`config.mk`:
```
export PLATFORM = sky130hd
export DESIGN_NAME = fit_eval
export DESIGN_NICKNAME = d
export VERILOG_FILES = /design/src/rtl/fit_pkg.sv /design/src/rtl/fit_int2fix.sv /design/src/rtl/fit_mul_sat.sv /design/src/rtl/fit_div_restore.sv /design/src/rtl/fit_eval.sv
export SDC_FILE = /design/constraint.sdc
export NUM_CORES = 2
export LEC_CHECK = 0
export ABC_AREA = 1
export BUFFER_PORTS_ARGS = -buffer_cell sky130_fd_sc_hd__buf_2
export CAP_MARGIN = 20
export CORE_MARGIN = 2
export CORE_UTILIZATION = 60
export DETAILED_ROUTE_END_ITERATION = 10
export MAX_ROUTING_LAYER = met4
export PLACE_DENSITY = 0.8
export SYNTH_ARGS = -nofsm -noshare
export SYNTH_HDL_FRONTEND = slang
export SYNTH_HIERARCHICAL = 1
export SYNTH_SLANG_ARGS = --single-unit
```
`constraint.sdc`:
```
create_clock -name clk -period 8.2 [get_ports clk]
set_clock_uncertainty 0.05 [all_clocks]
set_input_delay 1.64 -clock clk [delete_from_list [all_inputs] [get_ports clk]]
set_output_delay 1.64 -clock clk [all_outputs]
set_load 0.05 [all_outputs]
```
`src/rtl/fit_pkg.sv`:
```
package fit_pkg;

    typedef enum logic [2:0] {
        PH_IDLE,
        PH_PAR,
        PH_MUL2,
        PH_ADD,
        PH_DONE
    } phase_t;

endpackage

```
`src/rtl/fit_int2fix.sv`:
```
module fit_int2fix #(
    parameter int IW   = 16,
    parameter int FRAC = 16,
    localparam int OW  = IW + FRAC
) (
    input  logic [IW-1:0] int_i,
    output logic [OW-1:0] fix_o
);
    assign fix_o = {int_i, {FRAC{1'b0}}};
endmodule

```
`src/rtl/fit_mul_sat.sv`:
```
module fit_mul_sat #(
    parameter int AW   = 24,
    parameter int BW   = 32,
    parameter int FRAC = 16,
    parameter int OW   = 24,
    localparam int PW  = AW + BW
) (
    input  logic [AW-1:0] a_i,
    input  logic [BW-1:0] b_i,
    output logic [OW-1:0] p_o
);
    logic [PW-1:0] full;
    logic [PW-1:0] full_sh;

    assign full    = {{BW{1'b0}}, a_i} * {{AW{1'b0}}, b_i};
    assign full_sh = full >> FRAC;

    generate
        if (PW > OW) begin : g_clamp
            always_comb begin
                if (|full_sh[PW-1:OW]) p_o = {OW{1'b1}};
                else                   p_o = full_sh[OW-1:0];
            end
        end else begin : g_pass
            assign p_o = full_sh[OW-1:0];
        end
    endgenerate
endmodule

```
`src/rtl/fit_div_restore.sv`:
```
module fit_div_restore #(
    parameter int NUMW = 24,
    parameter int DENW = 16,
    localparam int CNTW = $clog2(NUMW + 1)
) (
    input  logic            clk,
    input  logic            rst_n,
    input  logic            go_i,
    input  logic [NUMW-1:0] num_i,
    input  logic [DENW-1:0] den_i,
    output logic [NUMW-1:0] quo_o,
    output logic            vld_o
);
    typedef struct packed {
        logic [DENW:0]   rem;
        logic [NUMW-1:0] quo;
        logic [NUMW-1:0] num;
        logic [DENW-1:0] den;
        logic [CNTW-1:0] cnt;
        logic            vld;
    } div_st_t;

    div_st_t st_q, st_d;
    logic [DENW:0] shifted;
    logic          fits;

    always_comb begin
        st_d     = st_q;
        st_d.vld = 1'b0;
        shifted  = {st_q.rem[DENW-1:0], st_q.quo[NUMW-1]};
        fits     = shifted >= {1'b0, st_q.den};
        if (go_i) begin
            st_d.rem = '0;
            st_d.quo = num_i;
            st_d.num = num_i;
            st_d.den = den_i;
            st_d.cnt = CNTW'(NUMW);
        end else if (st_q.cnt != '0) begin
            st_d.rem = fits ? (shifted - {1'b0, st_q.den}) : shifted;
            st_d.quo = {st_q.quo[NUMW-2:0], fits};
            st_d.cnt = st_q.cnt - 1'b1;
            st_d.vld = (st_q.cnt == CNTW'(1));
        end
    end

    always_ff @(posedge clk or negedge rst_n) begin
        if (!rst_n) st_q <= '0;
        else        st_q <= st_d;
    end

    assign quo_o = st_q.quo;
    assign vld_o = st_q.vld;

    // quotient and remainder reconstruct the captured dividend
    a_r3_div_exact: assert property (@(posedge clk) disable iff (!rst_n)
        st_q.vld |-> (({{DENW{1'b0}}, st_q.quo} * {{NUMW{1'b0}}, st_q.den}
                       + {{(NUMW-1){1'b0}}, st_q.rem}) == {{DENW{1'b0}}, st_q.num})
                     && (st_q.rem < {1'b0, st_q.den}));

    // completion is a single-cycle strobe
    a_r5_div_vld_pulse: assert property (@(posedge clk) disable iff (!rst_n)
        st_q.vld |=> !st_q.vld);
endmodule

```
`src/rtl/fit_eval.sv`:
```
module fit_eval
    import fit_pkg::*;
#(
    parameter int IB   = 8,
    parameter int FRAC = 16,
    parameter int NW   = 16,
    localparam int QW  = IB + FRAC,
    localparam int CW  = NW + FRAC
) (
    input  logic          clk,
    input  logic          rst_n,
    input  logic          start,
    input  logic [QW-1:0] w1_i,
    input  logic [QW-1:0] acc_i,
    input  logic [QW-1:0] w2_i,
    input  logic [NW-1:0] total_i,
    input  logic [NW-1:0] sel_i,
    output logic          done_o,
    output logic [QW-1:0] fit_o,
    output logic          err_o
);
    typedef struct packed {
        phase_t          ph;
        logic [QW-1:0]   w1;
        logic [QW-1:0]   acc;
        logic [NW-1:0]   tot;
        logic [NW-1:0]   sel;
        logic [QW-1:0]   prod1;
        logic [CW-1:0]   conv;
        logic [QW-1:0]   quo;
        logic [QW-1:0]   prod2;
        logic [QW-1:0]   fit;
        logic            err;
        logic            done;
    } ev_st_t;

    ev_st_t st_q, st_d;

    logic          div_go;
    logic [QW-1:0] div_quo;
    logic          div_vld;
    logic [CW-1:0] cnv_out;
    logic [QW-1:0] mul_a;
    logic [CW-1:0] mul_b;
    logic [QW-1:0] mul_p;
    logic [QW:0]   sum_w;

    assign div_go = (st_q.ph == PH_IDLE) && start && (total_i != '0);

    fit_div_restore #(.NUMW(QW), .DENW(NW)) u_div (
        .clk   (clk),
        .rst_n (rst_n),
        .go_i  (div_go),
        .num_i (w2_i),
        .den_i (total_i),
        .quo_o (div_quo),
        .vld_o (div_vld)
    );

    fit_int2fix #(.IW(NW), .FRAC(FRAC)) u_cnv (
        .int_i (st_q.tot - st_q.sel),
        .fix_o (cnv_out)
    );

    // single multiplier shared between the parallel phase and the second product
    assign mul_a = (st_q.ph == PH_PAR) ? st_q.w1 : st_q.quo;
    assign mul_b = (st_q.ph == PH_PAR) ? CW'(st_q.acc) : st_q.conv;

    fit_mul_sat #(.AW(QW), .BW(CW), .FRAC(FRAC), .OW(QW)) u_mul (
        .a_i (mul_a),
        .b_i (mul_b),
        .p_o (mul_p)
    );

    assign sum_w = {1'b0, st_q.prod1} + {1'b0, st_q.prod2};

    always_comb begin
        st_d      = st_q;
        st_d.done = 1'b0;
        unique case (st_q.ph)
            PH_IDLE: begin
                if (start) begin
                    st_d.w1  = w1_i;
                    st_d.acc = acc_i;
                    st_d.tot = total_i;
                    st_d.sel = sel_i;
                    if (total_i == '0) begin
                        st_d.fit  = '0;
                        st_d.err  = 1'b1;
                        st_d.done = 1'b1;
                        st_d.ph   = PH_DONE;
                    end else begin
                        st_d.ph = PH_PAR;
                    end
                end
            end
            PH_PAR: begin
                st_d.prod1 = mul_p;
                st_d.conv  = cnv_out;
                if (div_vld) begin
                    st_d.quo = div_quo;
                    st_d.ph  = PH_MUL2;
                end
            end
            PH_MUL2: begin
                st_d.prod2 = mul_p;
                st_d.ph    = PH_ADD;
            end
            PH_ADD: begin
                st_d.fit  = sum_w[QW] ? {QW{1'b1}} : sum_w[QW-1:0];
                st_d.err  = 1'b0;
                st_d.done = 1'b1;
                st_d.ph   = PH_DONE;
            end
            PH_DONE: begin
                st_d.ph = PH_IDLE;
            end
            default: st_d.ph = PH_IDLE;
        endcase
    end

    always_ff @(posedge clk or negedge rst_n) begin
        if (!rst_n) st_q <= '0;
        else        st_q <= st_d;
    end

    assign done_o = st_q.done;
    assign fit_o  = st_q.fit;
    assign err_o  = st_q.err;

    logic          busy_w;
    logic [NW-1:0] tot_l;
    logic [QW-1:0] w1_l;
    assign busy_w = (st_q.ph != PH_IDLE);
    assign tot_l  = st_q.tot;
    assign w1_l   = st_q.w1;

    // strobe lasts one cycle
    a_r6_done_pulse: assert property (@(posedge clk) disable iff (!rst_n)
        done_o |=> !done_o);

    // outputs move only together with the strobe
    a_r7_hold: assert property (@(posedge clk) disable iff (!rst_n)
        (!$stable(fit_o) || !$stable(err_o)) |-> done_o);

    // error result carries a zero score
    a_r9_zero_on_err: assert property (@(posedge clk) disable iff (!rst_n)
        (done_o && err_o) |-> (fit_o == '0));

    // a request during a busy phase leaves the captured operands alone
    a_r8_busy_ignore: assert property (@(posedge clk) disable iff (!rst_n)
        (busy_w && start) |=> ($stable(tot_l) && $stable(w1_l)));

    // divider completion is only seen while waiting for it
    a_r5_div_in_par: assert property (@(posedge clk) disable iff (!rst_n)
        div_vld |-> (st_q.ph == PH_PAR));
endmodule

```
==> metrics.yaml <==
clock_network:
  cts_sinks: 275
  cts_tree: "yes"
  clk_pin_slew_ps: 70
  cts_made_buffers: 34
  ctsLongestPathBuffers: 3
  htreeDepth: 2
  root_buffer: "clkbuf_16"
  hold_buffers: 0
  clk_latency_ps: 580
timing:
  slew_headroom_pct: 29.21
  hold_viol_final: 0
  maxSlewViolCount: 0
  layout_min_cycle_time_ps: 7964
  tightest_slew_ps: 1062
  setup_viol: 0
  finalCritPeriodShare_pct: 97.12
  fmax_ghz: 0.1256
  tns_ps: 0
finish:
  drive_gt1_share_pct: 11.27
  area_growth_pct: 9.630
  final_net_count: 6806
  fin_area_sq_um: 46860
  final_util_pct: 66.69
  seq_area_sq_um: 6882
  multi_input_area_sq_um: 28990
  fillers: 5768
worst_setup_path:
  critPathRequiredTime_ps: 8570
  crit_top_cell: "fa_1"
  cp_slowest_cell: "fa_1"
  path_max_fanout: 13
  cp.arrival_ps: 8330
  start_kind: "flop"
  crit_path_end_kind: "flop"
  crit_type: "flop to flop"
  max_stage_delay_ps: 530
synthesis:
  synthFlopType: "dfrtp_1"
  synth_compound_area_share_pct: 4.721
  ys_types: 54
  yosys_warnings: 6
  synth_top_family_by_area: "adder cells"
  avgSynthCellArea_sq_um: 7.408
  ys_ff_latch: 275
  synthSimpleGateAreaFrac_pct: 21.55
  synthArstFlopShare_pct: 100.0
  synth_area_sq_um: 42750
  synthXorXnorAreaFrac_pct: 1.147
  seq_area_frac_synth_pct: 16.10
  syn_inst: 5770
  synth.area.mux_share_pct: 0.6322
  synth_edf_count: 0
  synth_fa_ha_area_share_pct: 37.79
job:
  maxCapViolations: 0
placement:
  dp_hpwl_um: 91940
  port-buffer-count: 132
  placed_area_sq_um: 44410
  place.gp.congestion: 1.016
detailed_routing:
  final_antenna_net_count: 0
  drt_first_pass_iters: 6
  drt-total-wl_um: 117900
  via_per_inst: 5.253
  drc: 0
  dr_total_vias: 35570
  wl_per_cell_um: 17.42
  initialDrtViolationCount: 3004
grt:
  grt_max_degree: 143
  grt_pass1_wl_um: 189600
  grt_pass1_vias: 37183
  antenna_found_initial: 1
  grt.total_usage_pct: 33.28
  gr-total-overflow: 0
floorplan:
  placementRows: 97
  fp.dieH_um: 270.9
  io_pins: 133
  start_util_pct: 60.83
  die_x_um: 270.9
  die_area_sq_um: 73390
  coreArea_sq_um: 70270
outcome:
  status: "finished clean"
worst_hold_path:
  hold_class: "flop to flop"
## metrics by stage
| stage | worst slack (ps) | instances | hold slack [ps] |
|---|---|---|---|
| 2_1_floorplan | 768.9 | 5785 | 381.5 |
| 3_3_place_gp | -18.56 | 6665 | 403.4 |
| 3_5_place_dp | -205.2 | 6665 | 410.3 |
| 4_1_cts | 39.91 | 6728 | 424.9 |
| 5_1_grt | -78.38 | 6771 | 444.8 |
| 6_report | 236.1 | 6772 | 417.9 |
## cell type report
cell class,count,area share (%)
Antenna cell,2,0.01068
Clock buffer,45,2.120
Clock inverter,17,0.4138
Inverter,1650,13.26
Multi-Input combinational cell,3576,61.86
Sequential cell,275,14.68
Tap cell,940,2.510
Timing Repair Buffer,267,5.145
## timing repair
action / CTS / global route
gates cloned: 0 / 9
setup endpoints to repair: 48 / 48
setup buffers: 1 / 32
gates resized for setup: 22 / 126
pin swaps: 1 / 26
## cells by family (layout without fill, tap and decap cells)
group / after synthesis / after routing
buffers and inverters: 1935 / 1979
adders and majority gates: 895 / 895
muxes: 24 / 24
and+or+nand+nor: 2214 / 2214
other: 1 / 18
DFF: 275 / 275
xor gates and xnor gates: 56 / 56
AOI/OAI and AO/OA: 370 / 371
## flip-flops by register name (all words and copies together) (netlist names)
name / cells
w1_l: 24
done_o: 1
u_div/quo_o: 24
st_q: 147
tot_l: 16
fit_o: 24
u_div/st_q: 21
u_div/vld_o: 1
err_o: 1
u_div/shifted: 16
## path summary, 6_finish.rpt
path,startpoint,endpoint,slack (ps),cells after the start
setup reg to reg,st_q[210],st_q[47],240,35
setup / recovery,st_q[210],st_q[47],240,35
hold reg to reg,err_o,err_o,420,2
max in group asynchronous,rst_n,st_q[89],5780,2
min in group asynchronous,rst_n,fit_o[5],980,1
hold / removal,err_o,err_o,420,2
## synth_stat cells (38+ instances only)
cell type,count,area [sq um]
xor2_1,38,332.8
nor2_1,143,536.8
a21oi_1,91,455.4
fa_1,660,13210
dfrtp_1,275,6882
ha_1,235,2940
nand2_1,1784,6696
buf_4,83,623.1
clkbuf_1,165,619.3
inv_1,1617,6070
nand3_1,105,525.5
nand3_2,51,510.5
o21ai_0,210,1051
## per-layer routing
layer  wire, um  global-route usage [%]
met5          0                       -
met4       4002                   10.58
met3       9444                   4.358
met2      57800                   55.89
met1      46700                   41.94
## cell usage in the layout, fill, tap and decap left out, types with 9 or more instances in the layout
cell type / instances
nand2_1: 1765
inv_1: 1611
fa_1: 659
dfrtp_1: 275
ha_1: 216
o21ai_0: 161
buf_2: 131
nor2_1: 118
nand3_1: 103
buf_4: 78
a21oi_1: 75
nand3_2: 53
nand2_2: 49
buf_12: 43
clkbuf_16: 42
xor2_1: 38
o21ai_2: 37
inv_2: 32
nor2_2: 32
mux2_2: 24
nand4_1: 23
xnor2_1: 18
nor2_4: 18
o21bai_1: 16
o21ai_4: 16
conb_1: 16
a21oi_2: 16
nor3_1: 13
o221ai_1: 11
ha_2: 10
nand3b_1: 9
nor3_2: 9
a22oi_1: 9
ha_4: 9
## worst max-delay path: cells and delay by family (launching register included)
kind	cells	cell delay [ps]
flops	1	350
simple gates	15	1890
fa+ha+maj	8	3720
buf+inv	10	1170
compound gates	2	580
Power is left out: the tool's default activity adds up to more than one toggle a clock period on the data nets, which glitch-free logic cannot reach.
